File: config.mk
export PLATFORM = sky130hd
export DESIGN_NAME = poll_status_gen
export DESIGN_NICKNAME = d
export VERILOG_FILES = /design/src/rtl/poll_status_pkg.sv /design/src/rtl/poll_ctx.sv /design/src/rtl/poll_fsm.sv /design/src/rtl/poll_out.sv /design/src/rtl/poll_status_gen.sv
export SDC_FILE = /design/constraint.sdc
export NUM_CORES = 1
export LEC_CHECK = 0
export BUFFER_PORTS_ARGS = -buffer_cell sky130_fd_sc_hd__buf_4
export CAP_MARGIN = 10
export CORE_UTILIZATION = 40
export DETAILED_ROUTE_END_ITERATION = 8
export HOLD_SLACK_MARGIN = 0.1
export PLACE_DENSITY = 0.66
export SETUP_SLACK_MARGIN = 0.3
export SYNTH_ARGS = -nofsm -noshare
export SYNTH_HDL_FRONTEND = slang
export SYNTH_SLANG_ARGS = --single-unit
export TNS_END_PERCENT = 50
File: constraint.sdc
create_clock -name clk -period 2.3 [get_ports clk]
set_input_delay 0.345 -clock clk [delete_from_list [all_inputs] [get_ports clk]]
set_output_delay 0.345 -clock clk [all_outputs]
set_load 0.01 [all_outputs]
File: src/rtl/poll_status_pkg.sv
package poll_status_pkg;
  typedef enum logic [2:0] {
    PS_IDLE  = 3'd0,
    PS_PROG  = 3'd1,
    PS_ERASE = 3'd2,
    PS_TAIL  = 3'd3,
    PS_GUARD = 3'd4
  } pstate_e;

  typedef enum logic {
    OPK_PROG  = 1'b0,
    OPK_ERASE = 1'b1
  } opkind_e;
endpackage

File: src/rtl/poll_ctx.sv
module poll_ctx #(
  parameter int ADDR_W = 12,
  parameter int NSECT  = 8
) (
  input  logic              clk,
  input  logic              rst_n,
  input  logic              take,
  input  logic [ADDR_W-1:0] prog_addr,
  input  logic              prog_msb,
  input  logic [NSECT-1:0]  erase_sel,
  input  logic [NSECT-1:0]  sect_prot,
  output logic [ADDR_W-1:0] addr_q,
  output logic              dat7_q,
  output logic [NSECT-1:0]  sel_q,
  output logic [NSECT-1:0]  eff_q
);
  logic [ADDR_W-1:0] addr_d;
  logic              dat7_d;
  logic [NSECT-1:0]  sel_d, eff_d;

  always_comb begin
    addr_d = addr_q;
    dat7_d = dat7_q;
    sel_d  = sel_q;
    eff_d  = eff_q;
    if (take) begin
      addr_d = prog_addr;
      dat7_d = prog_msb;
      sel_d  = erase_sel;
      eff_d  = erase_sel & ~sect_prot;
    end
  end

  always_ff @(posedge clk or negedge rst_n) begin
    if (!rst_n) begin
      addr_q <= '0;
      dat7_q <= 1'b0;
      sel_q  <= '0;
      eff_q  <= '0;
    end else begin
      addr_q <= addr_d;
      dat7_q <= dat7_d;
      sel_q  <= sel_d;
      eff_q  <= eff_d;
    end
  end
endmodule

File: src/rtl/poll_fsm.sv
module poll_fsm
  import poll_status_pkg::*;
#(
  parameter int CNT_W       = 4,
  parameter int PROG_GUARD  = 4,
  parameter int ERASE_GUARD = 8
) (
  input  logic    clk,
  input  logic    rst_n,
  input  logic    op_start,
  input  logic    op_is_erase,
  input  logic    core_busy,
  input  logic    prog_hit_prot,
  input  logic    erase_none_live,
  output pstate_e st,
  output opkind_e kind,
  output logic    take
);
  localparam logic [CNT_W-1:0] P_LOAD = CNT_W'(PROG_GUARD - 1);
  localparam logic [CNT_W-1:0] E_LOAD = CNT_W'(ERASE_GUARD - 1);

  pstate_e          st_d;
  opkind_e          kind_d;
  logic [CNT_W-1:0] cnt_q, cnt_d;

  assign take = op_start && (st == PS_IDLE);

  always_comb begin
    st_d   = st;
    kind_d = kind;
    cnt_d  = cnt_q;
    case (st)
      PS_IDLE: begin
        if (op_start) begin
          kind_d = op_is_erase ? OPK_ERASE : OPK_PROG;
          if (op_is_erase) begin
            if (erase_none_live) begin
              st_d  = PS_GUARD;
              cnt_d = E_LOAD;
            end else begin
              st_d = PS_ERASE;
            end
          end else if (prog_hit_prot) begin
            st_d  = PS_GUARD;
            cnt_d = P_LOAD;
          end else begin
            st_d = PS_PROG;
          end
        end
      end
      PS_PROG, PS_ERASE: if (!core_busy) st_d = PS_TAIL;
      PS_TAIL:           st_d = PS_IDLE;
      PS_GUARD: begin
        if (cnt_q == '0) st_d = PS_IDLE;
        else             cnt_d = cnt_q - 1'b1;
      end
      default:           st_d = PS_IDLE;
    endcase
  end

  always_ff @(posedge clk or negedge rst_n) begin
    if (!rst_n) begin
      st    <= PS_IDLE;
      kind  <= OPK_PROG;
      cnt_q <= '0;
    end else begin
      st    <= st_d;
      kind  <= kind_d;
      cnt_q <= cnt_d;
    end
  end
endmodule

File: src/rtl/poll_out.sv
module poll_out
  import poll_status_pkg::*;
#(
  parameter int DATA_W    = 8,
  parameter int ADDR_W    = 12,
  parameter int SECT_BITS = 3,
  parameter int NSECT     = 8
) (
  input  pstate_e           st,
  input  opkind_e           kind,
  input  logic              erase_susp,
  input  logic [ADDR_W-1:0] rd_addr,
  input  logic [DATA_W-1:0] array_data,
  input  logic [ADDR_W-1:0] addr_q,
  input  logic              dat7_q,
  input  logic [NSECT-1:0]  sel_q,
  input  logic [NSECT-1:0]  eff_q,
  output logic [DATA_W-1:0] rd_data
);
  logic [SECT_BITS-1:0] rd_sect;
  logic addr_hit, in_eff, in_sel, show, sbit;

  assign rd_sect  = rd_addr[ADDR_W-1 -: SECT_BITS];
  assign addr_hit = (rd_addr == addr_q);
  assign in_eff   = eff_q[rd_sect];
  assign in_sel   = sel_q[rd_sect];

  always_comb begin
    show = 1'b0;
    sbit = 1'b0;
    case (st)
      PS_PROG:  begin show = addr_hit; sbit = ~dat7_q;     end
      PS_ERASE: begin show = in_eff;   sbit = erase_susp;  end
      PS_TAIL: begin
        if (kind == OPK_ERASE) begin show = in_eff;   sbit = 1'b1;   end
        else                   begin show = addr_hit; sbit = dat7_q; end
      end
      PS_GUARD: begin
        if (kind == OPK_ERASE) begin show = in_sel;   sbit = 1'b0;    end
        else                   begin show = addr_hit; sbit = ~dat7_q; end
      end
      default: show = 1'b0;
    endcase
  end

  assign rd_data = show ? {sbit, {(DATA_W-1){1'b0}}} : array_data;
endmodule

File: src/rtl/poll_status_gen.sv
module poll_status_gen
  import poll_status_pkg::*;
#(
  parameter int DATA_W      = 8,
  parameter int ADDR_W      = 12,
  parameter int SECT_BITS   = 3,
  parameter int PROG_GUARD  = 4,
  parameter int ERASE_GUARD = 8
) (
  input  logic                      clk,
  input  logic                      rst_n,
  input  logic                      op_start,
  input  logic                      op_is_erase,
  input  logic                      core_busy,
  input  logic                      erase_susp,
  input  logic [ADDR_W-1:0]         rd_addr,
  input  logic [DATA_W-1:0]         array_data,
  input  logic [ADDR_W-1:0]         prog_addr,
  input  logic                      prog_msb,
  input  logic [(1<<SECT_BITS)-1:0] erase_sel,
  input  logic [(1<<SECT_BITS)-1:0] sect_prot,
  output logic [DATA_W-1:0]         rd_data
);
  localparam int NSECT   = 1 << SECT_BITS;
  localparam int MAX_G   = (PROG_GUARD > ERASE_GUARD) ? PROG_GUARD : ERASE_GUARD;
  localparam int CNT_W   = (MAX_G < 2) ? 1 : $clog2(MAX_G);

  pstate_e           st;
  opkind_e           kind;
  logic              take, prog_hit_prot, erase_none_live, dat7_q;
  logic [ADDR_W-1:0] addr_q;
  logic [NSECT-1:0]  sel_q, eff_q;

  assign prog_hit_prot   = sect_prot[prog_addr[ADDR_W-1 -: SECT_BITS]];
  assign erase_none_live = ~|(erase_sel & ~sect_prot);

  poll_fsm #(.CNT_W(CNT_W), .PROG_GUARD(PROG_GUARD), .ERASE_GUARD(ERASE_GUARD)) u_fsm (
    .clk(clk), .rst_n(rst_n), .op_start(op_start), .op_is_erase(op_is_erase),
    .core_busy(core_busy), .prog_hit_prot(prog_hit_prot),
    .erase_none_live(erase_none_live), .st(st), .kind(kind), .take(take)
  );

  poll_ctx #(.ADDR_W(ADDR_W), .NSECT(NSECT)) u_ctx (
    .clk(clk), .rst_n(rst_n), .take(take), .prog_addr(prog_addr),
    .prog_msb(prog_msb), .erase_sel(erase_sel), .sect_prot(sect_prot),
    .addr_q(addr_q), .dat7_q(dat7_q), .sel_q(sel_q), .eff_q(eff_q)
  );

  poll_out #(.DATA_W(DATA_W), .ADDR_W(ADDR_W), .SECT_BITS(SECT_BITS), .NSECT(NSECT)) u_out (
    .st(st), .kind(kind), .erase_susp(erase_susp), .rd_addr(rd_addr),
    .array_data(array_data), .addr_q(addr_q), .dat7_q(dat7_q),
    .sel_q(sel_q), .eff_q(eff_q), .rd_data(rd_data)
  );
endmodule

==> impl_metrics.py, run 1 <==
metrics = {
    "timing": {
        "finalCritPeriodShare_pct": 103.3,
        "rsz0062_at_grt": "true",
        "max_freq_mhz": 420.9,
        "tightestPinTransition_ns": 0.4627,
        "hold_viol": 0,
        "setup_viol": 8,
        "finalClockSkew_ns": 0.005231,
        "slew_headroom_pct": 68.83,
        "fin_crit_ns": 2.376,
        "fin_ws_ns": -0.07563,
        "slew_viol_final": 0,
        "hold_ws_ns": 0.2823,
    },
    "power": {
        "p_per_area_mw_per_mm2": 1018,
        "peakVddDrop_v": 0.0004927,
        "leakage_nw": 1.265,
    },
    "die": {
        "dieArea_mm2": 0.005330,
        "num_rows": 25,
        "fp.dieH_um": 73.01,
        "core_mm2": 0.004786,
        "fp.dieW_um": 73.01,
        "start_util_pct": 42.14,
        "pin_count": 63,
    },
    "synthesis": {
        "synth-xor-area-share_pct": 6.079,
        "yosys.area_share.simple_pct": 13.71,
        "synth-adder-area-share_pct": 1.241,
        "ys_ff_latch": 36,
        "muxShareOfSynthArea_pct": 21.46,
        "yosysSeqAreaShare_pct": 44.67,
        "synth-edff-count": 0,
        "syn-mean-instance-area_um2": 11.02,
        "ys_top_cells_by_area": "dfrtp_1, mux2_2, xor2_1",
        "synth.distinct_cells": 36,
        "synth_area_mm2": 0.002017,
        "synth_cells": 183,
        "async_reset_ff_share_pct": 100.0,
        "synthFlopType": "dfrtp_1",
        "syn_nets": 240,
        "yosysTopAreaCellShare_pct": 44.67,
        "ys_warn_count": 0,
        "synth_top_family_by_area": "multiplexers",
        "synth-compound-area-share_pct": 9.181,
        "yosysTopAreaCell": "dfrtp_1",
    },
    "placement": {
        "gp_congestion": 0.7198,
        "dp.final_hpwl_um": 3328,
        "io_buffers": 62,
        "dp.cells": 308,
        "preCtsSetupSlack_ns": 0.07149,
    },
    "finish": {
        "multiInputGateArea_mm2": 0.001067,
        "layout_common_cells": "buf_4, dfrtp_1, mux2_2",
        "nets": 307,
        "drive_gt1_share_pct": 45.42,
        "final_common_cell": "buf_4",
        "area_growth_pct": 34.74,
        "register_area_um2": 903.4,
        "antenna_cells": 0,
        "n_fill_cell": 429,
        "stdcell_count": 318,
    },
    "global_route": {
        "grt_pass1_vias": 1513,
        "grt_use_met2_pct": 29.42,
        "grt_max_degree": 39,
        "antenna_found_initial": 0,
        "grt-busiest-layer": "met2",
        "grt_pass1_wl_um": 7086,
        "grt.met3_usage_pct": 4.834,
        "grt.total_usage_pct": 17.85,
        "grt-ovfl-total": 0,
        "gr-usage-met1_pct": 22.01,
    },
    "clock_network": {
        "cts.clk_slew.worst_paths_ns": 0.08,
        "cts_tree": "done",
        "h-tree-depth": 2,
        "numCtsBuffers": 5,
        "cts-root-buf": "clkbuf_8",
        "clk_latency_ns": 0.29,
        "cts_sinks": 36,
        "clock_path_buffers": 2,
    },
    "setup_path": {
        "crit_chain": "xor2_1 -> nor4_1 -> buf_4 -> o2111ai_1 -> and3_4 -> mux2_4 -> buf_6",
        "cp_max_fo": 2,
        "crit_type": "flip-flop to output pin",
        "setup.worst_path.end_class": "output pin",
        "reg2reg_from": "u_fsm.st[2]$_DFFE_PN0P_",
        "critPathLaunchType": "flip-flop",
        "critPathMaxStageDelay_ns": 0.40,
        "setup.worst_path.start": "u_ctx.addr_q[9]$_DFFE_PN0P_",
        "cpMaxStageDelayCell": "dfrtp_1",
        "worstPathArrival_ns": 2.03,
        "cp.required_ns": 1.96,
    },
    "drt": {
        "drt_iter0_markers": 81,
        "wire_per_inst_um": 13.51,
        "vias": 1562,
        "drc": 0,
        "vias_per_cell": 4.912,
        "drt_pass1_iterations": 4,
        "wl_um": 4297,
        "postRouteAntennaNets": 0,
    },
    "hold_path": {
        "hp-start": "prog_addr[5]",
        "hold_class": "input pin to flip-flop",
    },
    "outcome": {
        "violations": "setup timing",
        "status": "complete, but fails checks",
    },
    "flow_run": {
        "maxCapViolations": 0,
    },
}
[metal layers]
| layer | wire (um) | vias to the layer above |
|---|---|---|
| met4 | 91 | 0 |
| met3 | 235 | 7 |
| met2 | 2085 | 46 |
| met5 | 0 | - |
| met1 | 1885 | 726 |
| li1 | - | 783 |
[logic make-up (layout without fill, tap and decap cells)]
logic type               Yosys count  after routing
AND/OR/NAND/NOR                   48             48
adder cells (fa/ha/maj)            2              2
XOR/XNOR                          14             14
flip-flops                        36             36
multiplexers                      35             35
AO/OA/AOI/OAI                     32             32
buffers and inverters             16             84
[registers in the layout, indices dropped and copies added, names as in the netlist]
| register | cells |
|---|---|
| u_ctx.dat7_q | 1 |
| u_ctx.eff_q | 8 |
| u_fsm.st | 3 |
| u_ctx.addr_q | 12 |
| u_fsm.cnt_q | 3 |
| u_ctx.sel_q | 8 |
| u_fsm.kind | 1 |
[power breakdown]
group	switching (mW)	internal (mW)	total, mW	leakage [nW]
clock	0.229	0.243	0.472	0.0445
combinational	0.444	0.665	1.11	0.788
sequential	0.246	0.939	1.18	0.432
[synthesized netlist by cell type (2+ instances only)]
cell type and n:
mux2i_1 5, nand2b_1 9, clkbuf_1 4, buf_2 2, and2_1 7, dfrtp_1 36
xor2_1 13, nor4_1 3, a31oi_1 2, nand3b_1 2, o21ai_0 16, nand4_1 3
nand3_1 2, mux2_2 26, inv_1 7, nand2_1 11, nor3_1 3, a21oi_1 7
nor2_1 3, buf_4 3, ha_1 2, nor3b_2 2, mux4_1 2
[area by class of cell]
type / instances / share of cell area [%]
Multi-Input combinational cell: 131 / 39.27
Sequential cell: 36 / 33.24
Timing Repair Buffer: 69 / 19.98
Clock buffer: 7 / 3.177
Tap cell: 67 / 3.085
Inverter: 7 / 0.9668
Clock inverter: 1 / 0.2762
[worst max-delay path, delay by kind of cell, from the launching register on]
| family | cells | cell delay (ns) |
|---|---|---|
| multiplexers | 1 | 0.29 |
| flip-flops | 1 | 0.40 |
| buffers and inverters | 2 | 0.28 |
| AND/OR/NAND/NOR | 2 | 0.53 |
| AO/OA/AOI/OAI | 1 | 0.10 |
| XOR/XNOR | 1 | 0.15 |
[repair_timing]
item	CTS	global route
pin swaps	3	3
endpoints found under the hold margin	36	0
setup endpoints to repair	8	10
buffers inserted	0	1
hold buffers	1	0
resized for setup	8	7
[stage by stage]
stage / setup TNS [ns] / utilization [%] / area (um^2) / power [mW]
floorplan: 0 / - / 2031 / 1.931
finish: -0.4428 / 56.78 / 2718 / 2.766
detailed placement: 0 / 53.49 / 2560 / 2.241
CTS: -0.5889 / 56.24 / 2691 / 2.756
global placement: 0 / 53.49 / 2560 / 2.212
global route: -1.331 / 56.78 / 2718 / 2.978
[final timing paths]
kind                                               endpoint  slack [ns]  cells after the start
worst max-delay path                             rd_data[7]       -0.08                      7
worst min-delay path            u_ctx.addr_q[5]$_DFFE_PN0P_        0.28                      2
worst max register to register      u_fsm.st[0]$_DFFE_PN0P_        0.59                      7
worst min register to register   u_ctx.eff_q[0]$_DFFE_PN0P_        0.48                      2
max in group asynchronous           u_fsm.st[1]$_DFFE_PN0P_        1.40                      2
min in group asynchronous       u_ctx.addr_q[8]$_DFFE_PN0P_        0.55                      2
No activity file was read; power rests on OpenSTA's default activity.
==> run 2: changes to the inputs <==
CORE_ASPECT_RATIO = 1.1   (was default)
TNS_END_PERCENT = default   (was 50)
==> run 2 against run 1 <==
The flow still finishes with violations (setup timing). Sequential cell count did not move. Final cell count shrank 3.1%. Critical endpoint unchanged. Clock skew decreased by 0.0029 ns. Sequential share of layout area is 0.23 points higher. Critical path depth did not move. Critical path type unchanged. Largest cell class unchanged. Clock power up 3%. Routed wire length increased by 1.1%. Worst hold slack improved by 0.0023 ns.
==> impl_metrics.py, run 2 (synthesis results as in run 1) <==
metrics = {
    "placement": {
        "dp.cells": 300,
        "preCtsSetupSlack_ns": 0.1066,
        "placed_area_mm2": 0.002569,
        "io_buffers": 62,
        "dp.final_hpwl_um": 3462,
        "gp_congestion": 0.7727,
    },
    "timing": {
        "finalClockSkew_ns": 0.002306,
        "setup_viol": 8,
        "tightestPinTransition_ns": 0.4610,
        "hold_viol": 0,
        "slew_headroom_pct": 69.27,
        "max_freq_mhz": 428.2,
        "hold_ws_ns": 0.2846,
        "slew_viol_final": 0,
        "fin_crit_ns": 2.336,
        "finalCritPeriodShare_pct": 101.5,
        "fin_ws_ns": -0.03561,
        "rsz0062_at_grt": "true",
    },
    "finish": {
        "fin_util_pct": 56.74,
        "area_growth_pct": 33.62,
        "largest_reg_flops": 12,
        "largest_register": "u_ctx.addr_q",
        "antenna_cells": 0,
        "drive_gt1_share_pct": 44.05,
        "layout_common_cells": "buf_4, dfrtp_1, mux2_2",
        "stdcell_count": 308,
        "reg_top3": "u_ctx.addr_q: 12 flops, u_ctx.eff_q: 8 flops, u_ctx.sel_q: 8 flops",
        "stdcell_area_mm2": 0.002695,
        "final_common_cell": "buf_4",
        "nets": 309,
    },
    "drt": {
        "drc": 0,
        "drt_pass1_iterations": 4,
        "postRouteAntennaNets": 0,
        "vias_per_cell": 5.185,
        "wire_per_inst_um": 14.10,
        "vias": 1597,
        "drt_iter0_markers": 48,
        "wl_um": 4344,
    },
    "die": {
        "pin_count": 63,
        "start_util_pct": 42.47,
        "dieArea_mm2": 0.005331,
        "fp.dieH_um": 76.48,
        "num_rows": 26,
        "core_mm2": 0.004750,
        "fp.dieW_um": 69.71,
    },
    "clock_network": {
        "cts_sinks": 36,
        "h-tree-depth": 2,
        "clk_latency_ns": 0.29,
        "clock_path_buffers": 2,
        "numCtsBuffers": 5,
        "cts-root-buf": "clkbuf_8",
        "cts_tree": "done",
        "cts.clk_slew.worst_paths_ns": 0.07,
    },
    "power": {
        "power.switching_mw": 0.9152,
        "p_int_mw": 1.859,
        "power_frac_clock_pct": 17.6,
        "swShare_pct": 32.99,
        "seqPwrFrac_pct": 41.8,
        "p_per_area_mw_per_mm2": 1029,
        "leakage_nw": 1.267,
        "peakVddDrop_v": 0.0004522,
        "combinationalPowerShare_pct": 40.6,
    },
    "setup_path": {
        "setup.worst_path.end_class": "output pin",
        "cp.required_ns": 1.96,
        "crit_type": "flip-flop to output pin",
        "critPathLaunchType": "flip-flop",
        "worstPathArrival_ns": 1.99,
        "cp_max_fo": 2,
    },
    "global_route": {
        "grt_max_degree": 39,
        "grt.met3_usage_pct": 4.894,
        "gr-usage-met1_pct": 23.01,
        "grt_pass1_wl_um": 7652,
        "grt-busiest-layer": "met2",
        "antenna_found_initial": 0,
        "grt.total_usage_pct": 18.19,
        "grt_use_met2_pct": 30.00,
        "grt-ovfl-total": 0,
        "grt_pass1_vias": 1630,
    },
    "outcome": {
        "violations": "setup timing",
        "status": "complete, but fails checks",
    },
    "hold_path": {
        "hold_class": "input pin to flip-flop",
    },
    "flow_run": {
        "maxCapViolations": 0,
    },
}
==> run 2: cell types whose count changed in the layout (fill, tap and decap cells not counted), moves of 4 or more <==
| cell | previous run | this run |
|---|---|---|
| and2_4 | 4 | 0 |
| buf_4 | 62 | 68 |
| buf_6 | 6 | 2 |
| and2_1 | 3 | 7 |
==> run 2: path summary, 6_finish.rpt <==
kind	slack, ns	cells after the start	endpoint	from
min in group asynchronous	0.55	2	u_ctx.addr_q[9]$_DFFE_PN0P_	rst_n
worst min register to register	0.48	2	u_ctx.eff_q[0]$_DFFE_PN0P_	u_ctx.eff_q[0]$_DFFE_PN0P_
worst max-delay path	-0.04	7	rd_data[7]	u_ctx.addr_q[4]$_DFFE_PN0P_
max in group asynchronous	1.40	2	u_fsm.st[1]$_DFFE_PN0P_	rst_n
worst max register to register	0.61	5	u_fsm.cnt_q[2]$_DFFE_PN0P_	u_fsm.st[0]$_DFFE_PN0P_
worst min-delay path	0.28	2	u_ctx.addr_q[8]$_DFFE_PN0P_	prog_addr[8]
==> run 2: layout make-up <==
type / count / area, um^2
tap: 56 / 70.07
fill: 424 / 2054
timing repair buffer: 71 / 543.0
sequential: 36 / 902.1
multi-input combinational: 131 / 1057
clock buffer: 7 / 96.34
inverter: 7 / 26.28
==> run 2: metal layers <==
layer,up-vias,part of all wire (%)
met2,54,49
met5,-,0
li1,786,-
met3,9,6.0
met1,748,44
met4,0,1.8
==> run 2: repair_timing <==
| item | CTS | global route |
|---|---|---|
| resized for setup | 4 | 2 |
| pin swaps | 3 | 1 |
| setup endpoints to repair | 8 | 9 |
| buffers inserted | 0 | 0 |
| endpoints found under the hold margin | 36 | 0 |
| hold buffers | 1 | 0 |
==> run 2: power by group through the flow <==
stage	sequential, mW	combinational [mW]	clock [mW]
finish	1.16	1.13	0.488
detailed placement	1.17	1.11	0
floorplan	1.08	0.852	0
CTS	1.15	1.14	0.497
global placement	1.16	1.08	0
global route	1.20	1.28	0.526
==> run 2: worst max-delay path: stages (launching register included) <==
cell and delay [ns]:
dfrtp_1 0.39, xor2_1 0.17, nor4_1 0.27, buf_4 0.15
o2111ai_1 0.11, and3_4 0.21, mux2_4 0.29, buf_6 0.12
==> run 2: metrics by stage <==
| step | setup TNS [ns] | power [mW] |
|---|---|---|
| floorplan | 0 | 1.931 |
| global placement | 0 | 2.240 |
| detailed placement | 0 | 2.280 |
| CTS | -0.2994 | 2.796 |
| global route | -1.258 | 3.005 |
| finish | -0.1645 | 2.774 |
==> run 3: changes to the inputs <==
PLACE_DENSITY = default   (was 0.66)
==> run 3 against run 2 <==
The flow still finishes with violations (setup timing). Highest routed layer unchanged. Worst hold slack gained 0.0061 ns. Total power is essentially flat. Largest power group is now combinational logic. Cell area grew 1.6%. Register-to-register slack lost 0.09 ns. Critical path depth shrank 1.
==> impl_metrics.py, run 3 (synthesis results as in run 1) <==
metrics = {
    "finish": {
        "stdcell_count": 309,
        "drive_gt1_share_pct": 47.43,
        "stdcell_area_mm2": 0.002738,
        "reg_top3": "u_ctx.addr_q: 12 flops, u_ctx.eff_q: 8 flops, u_ctx.sel_q: 8 flops",
        "antenna_cells": 0,
        "largest_reg_flops": 12,
        "fin_util_pct": 57.64,
        "nets": 310,
        "area_growth_pct": 35.73,
        "final_common_cell": "buf_4",
        "n_fill_cell": 437,
        "layout_common_cells": "buf_4, dfrtp_1, mux2_2",
        "largest_register": "u_ctx.addr_q",
    },
    "global_route": {
        "antenna_found_initial": 0,
        "grt_max_degree": 37,
        "grt.total_usage_pct": 18.30,
        "grt_pass1_vias": 1615,
        "grt_pass1_wl_um": 7603,
        "grt-ovfl-total": 0,
    },
    "flow_run": {
        "maxCapViolations": 0,
    },
    "clock_network": {
        "cts_tree": "done",
        "h-tree-depth": 2,
        "clock_path_buffers": 2,
        "cts_sinks": 36,
        "cts.clk_slew.worst_paths_ns": 0.07,
        "numCtsBuffers": 5,
        "clk_latency_ns": 0.28,
        "cts-root-buf": "clkbuf_8",
    },
    "drt": {
        "wl_um": 4553,
        "drt_iter0_markers": 54,
        "vias_per_cell": 5.104,
        "wire_per_inst_um": 14.73,
        "postRouteAntennaNets": 0,
        "drc": 0,
        "drt_pass1_iterations": 4,
        "vias": 1577,
    },
    "power": {
        "p_per_area_mw_per_mm2": 1014,
        "swShare_pct": 33.37,
        "leakage_nw": 1.285,
        "combinationalPowerShare_pct": 43.0,
        "p_int_mw": 1.850,
        "report.power.total_mw": 2.776,
        "seqPwrFrac_pct": 42.1,
        "peakVddDrop_v": 0.0005120,
        "power_frac_clock_pct": 14.9,
        "power.switching_mw": 0.9264,
    },
    "setup_path": {
        "cp_num_buf_inv": 1,
        "critPathLaunchType": "flip-flop",
        "cp.required_ns": 1.96,
        "worstPathArrival_ns": 1.98,
        "crit_family": "simple AND/OR/NAND/NOR gates",
        "crit_type": "flip-flop to output pin",
        "cp_max_fo": 3,
        "crit_chain": "xor2_1 -> nor4_1 -> o2111ai_1 -> and3_4 -> mux2_4 -> buf_6",
        "critPathMaxStageDelay_ns": 0.41,
        "setup.worst_path.end_class": "output pin",
        "cpMaxStageDelayCell": "dfrtp_1",
    },
    "timing": {
        "hold_ws_ns": 0.2907,
        "hold_viol": 0,
        "fin_crit_ns": 2.321,
        "fin_ws_ns": -0.02078,
        "finalCritPeriodShare_pct": 100.9,
        "setup_viol": 1,
        "tightestPinTransition_ns": 0.4709,
        "rsz0062_at_grt": "true",
        "max_freq_mhz": 430.9,
        "tns_ns": -0.02078,
        "slew_headroom_pct": 68.61,
        "slew_viol_final": 0,
        "finalClockSkew_ns": 0.002642,
    },
    "outcome": {
        "status": "complete, but fails checks",
        "violations": "setup timing",
    },
    "die": {
        "start_util_pct": 42.47,
        "fp.dieW_um": 69.71,
        "num_rows": 26,
        "dieArea_mm2": 0.005331,
        "pin_count": 63,
        "fp.dieH_um": 76.48,
        "core_mm2": 0.004750,
    },
    "placement": {
        "dp.cells": 299,
        "placed_area_mm2": 0.002561,
        "dp.final_hpwl_um": 3528,
        "gp_congestion": 0.7837,
        "preCtsSetupSlack_ns": 0.04000,
        "io_buffers": 62,
    },
    "hold_path": {
        "hold_class": "input pin to flip-flop",
    },
}
[run 3: path summary, 6_finish.rpt]
kind                                          endpoint                   startpoint  cells after the start  slack [ns]
setup / recovery                            rd_data[7]  u_ctx.addr_q[9]$_DFFE_PN0P_                      6       -0.02
setup reg to reg               u_fsm.st[1]$_DFFE_PN0P_      u_fsm.st[0]$_DFFE_PN0P_                      7        0.52
hold / removal             u_ctx.addr_q[1]$_DFFE_PN0P_                 prog_addr[1]                      2        0.29
min in group asynchronous  u_ctx.addr_q[4]$_DFFE_PN0P_                        rst_n                      2        0.56
hold reg to reg             u_ctx.eff_q[5]$_DFFE_PN0P_   u_ctx.eff_q[5]$_DFFE_PN0P_                      2        0.48
max in group asynchronous      u_fsm.st[1]$_DFFE_PN0P_                        rst_n                      2        1.38
[run 3: routing by layer]
layer	GRT usage, %	up-vias	wire (um)
met3	4.497	4	232
li1	-	785	-
met2	31.46	45	2318
met1	22.17	743	1939
met5	0	-	0
met4	6.600	0	63
[run 3: repair_timing]
item	in CTS	in global routing
endpoints found under the hold margin	36	0
setup buffers	2	0
pin swaps	11	1
resized for setup	20	3
setup endpoints to repair	8	9
hold buffers	1	0
[run 3: final cells by class]
cell class / instances / area (um^2) / area share (%)
clock buffer: 6 / 72.57 / 2.651
tap: 56 / 70.07 / 2.559
inverter: 7 / 26.28 / 0.9598
clock inverter: 1 / 5.005 / 0.1828
sequential: 36 / 904.6 / 33.04
multi-input combinational: 131 / 1086 / 39.67
timing repair buffer: 72 / 573.1 / 20.93
[run 3: power groups by stage]
stage | logic (mW) | registers, mW | clock network, mW
2_1_floorplan | 0.852 | 1.08 | 0
3_3_place_gp | 1.06 | 1.18 | 0
3_5_place_dp | 1.08 | 1.18 | 0
4_1_cts | 1.20 | 1.16 | 0.429
5_1_grt | 1.32 | 1.22 | 0.452
6_report | 1.19 | 1.17 | 0.415
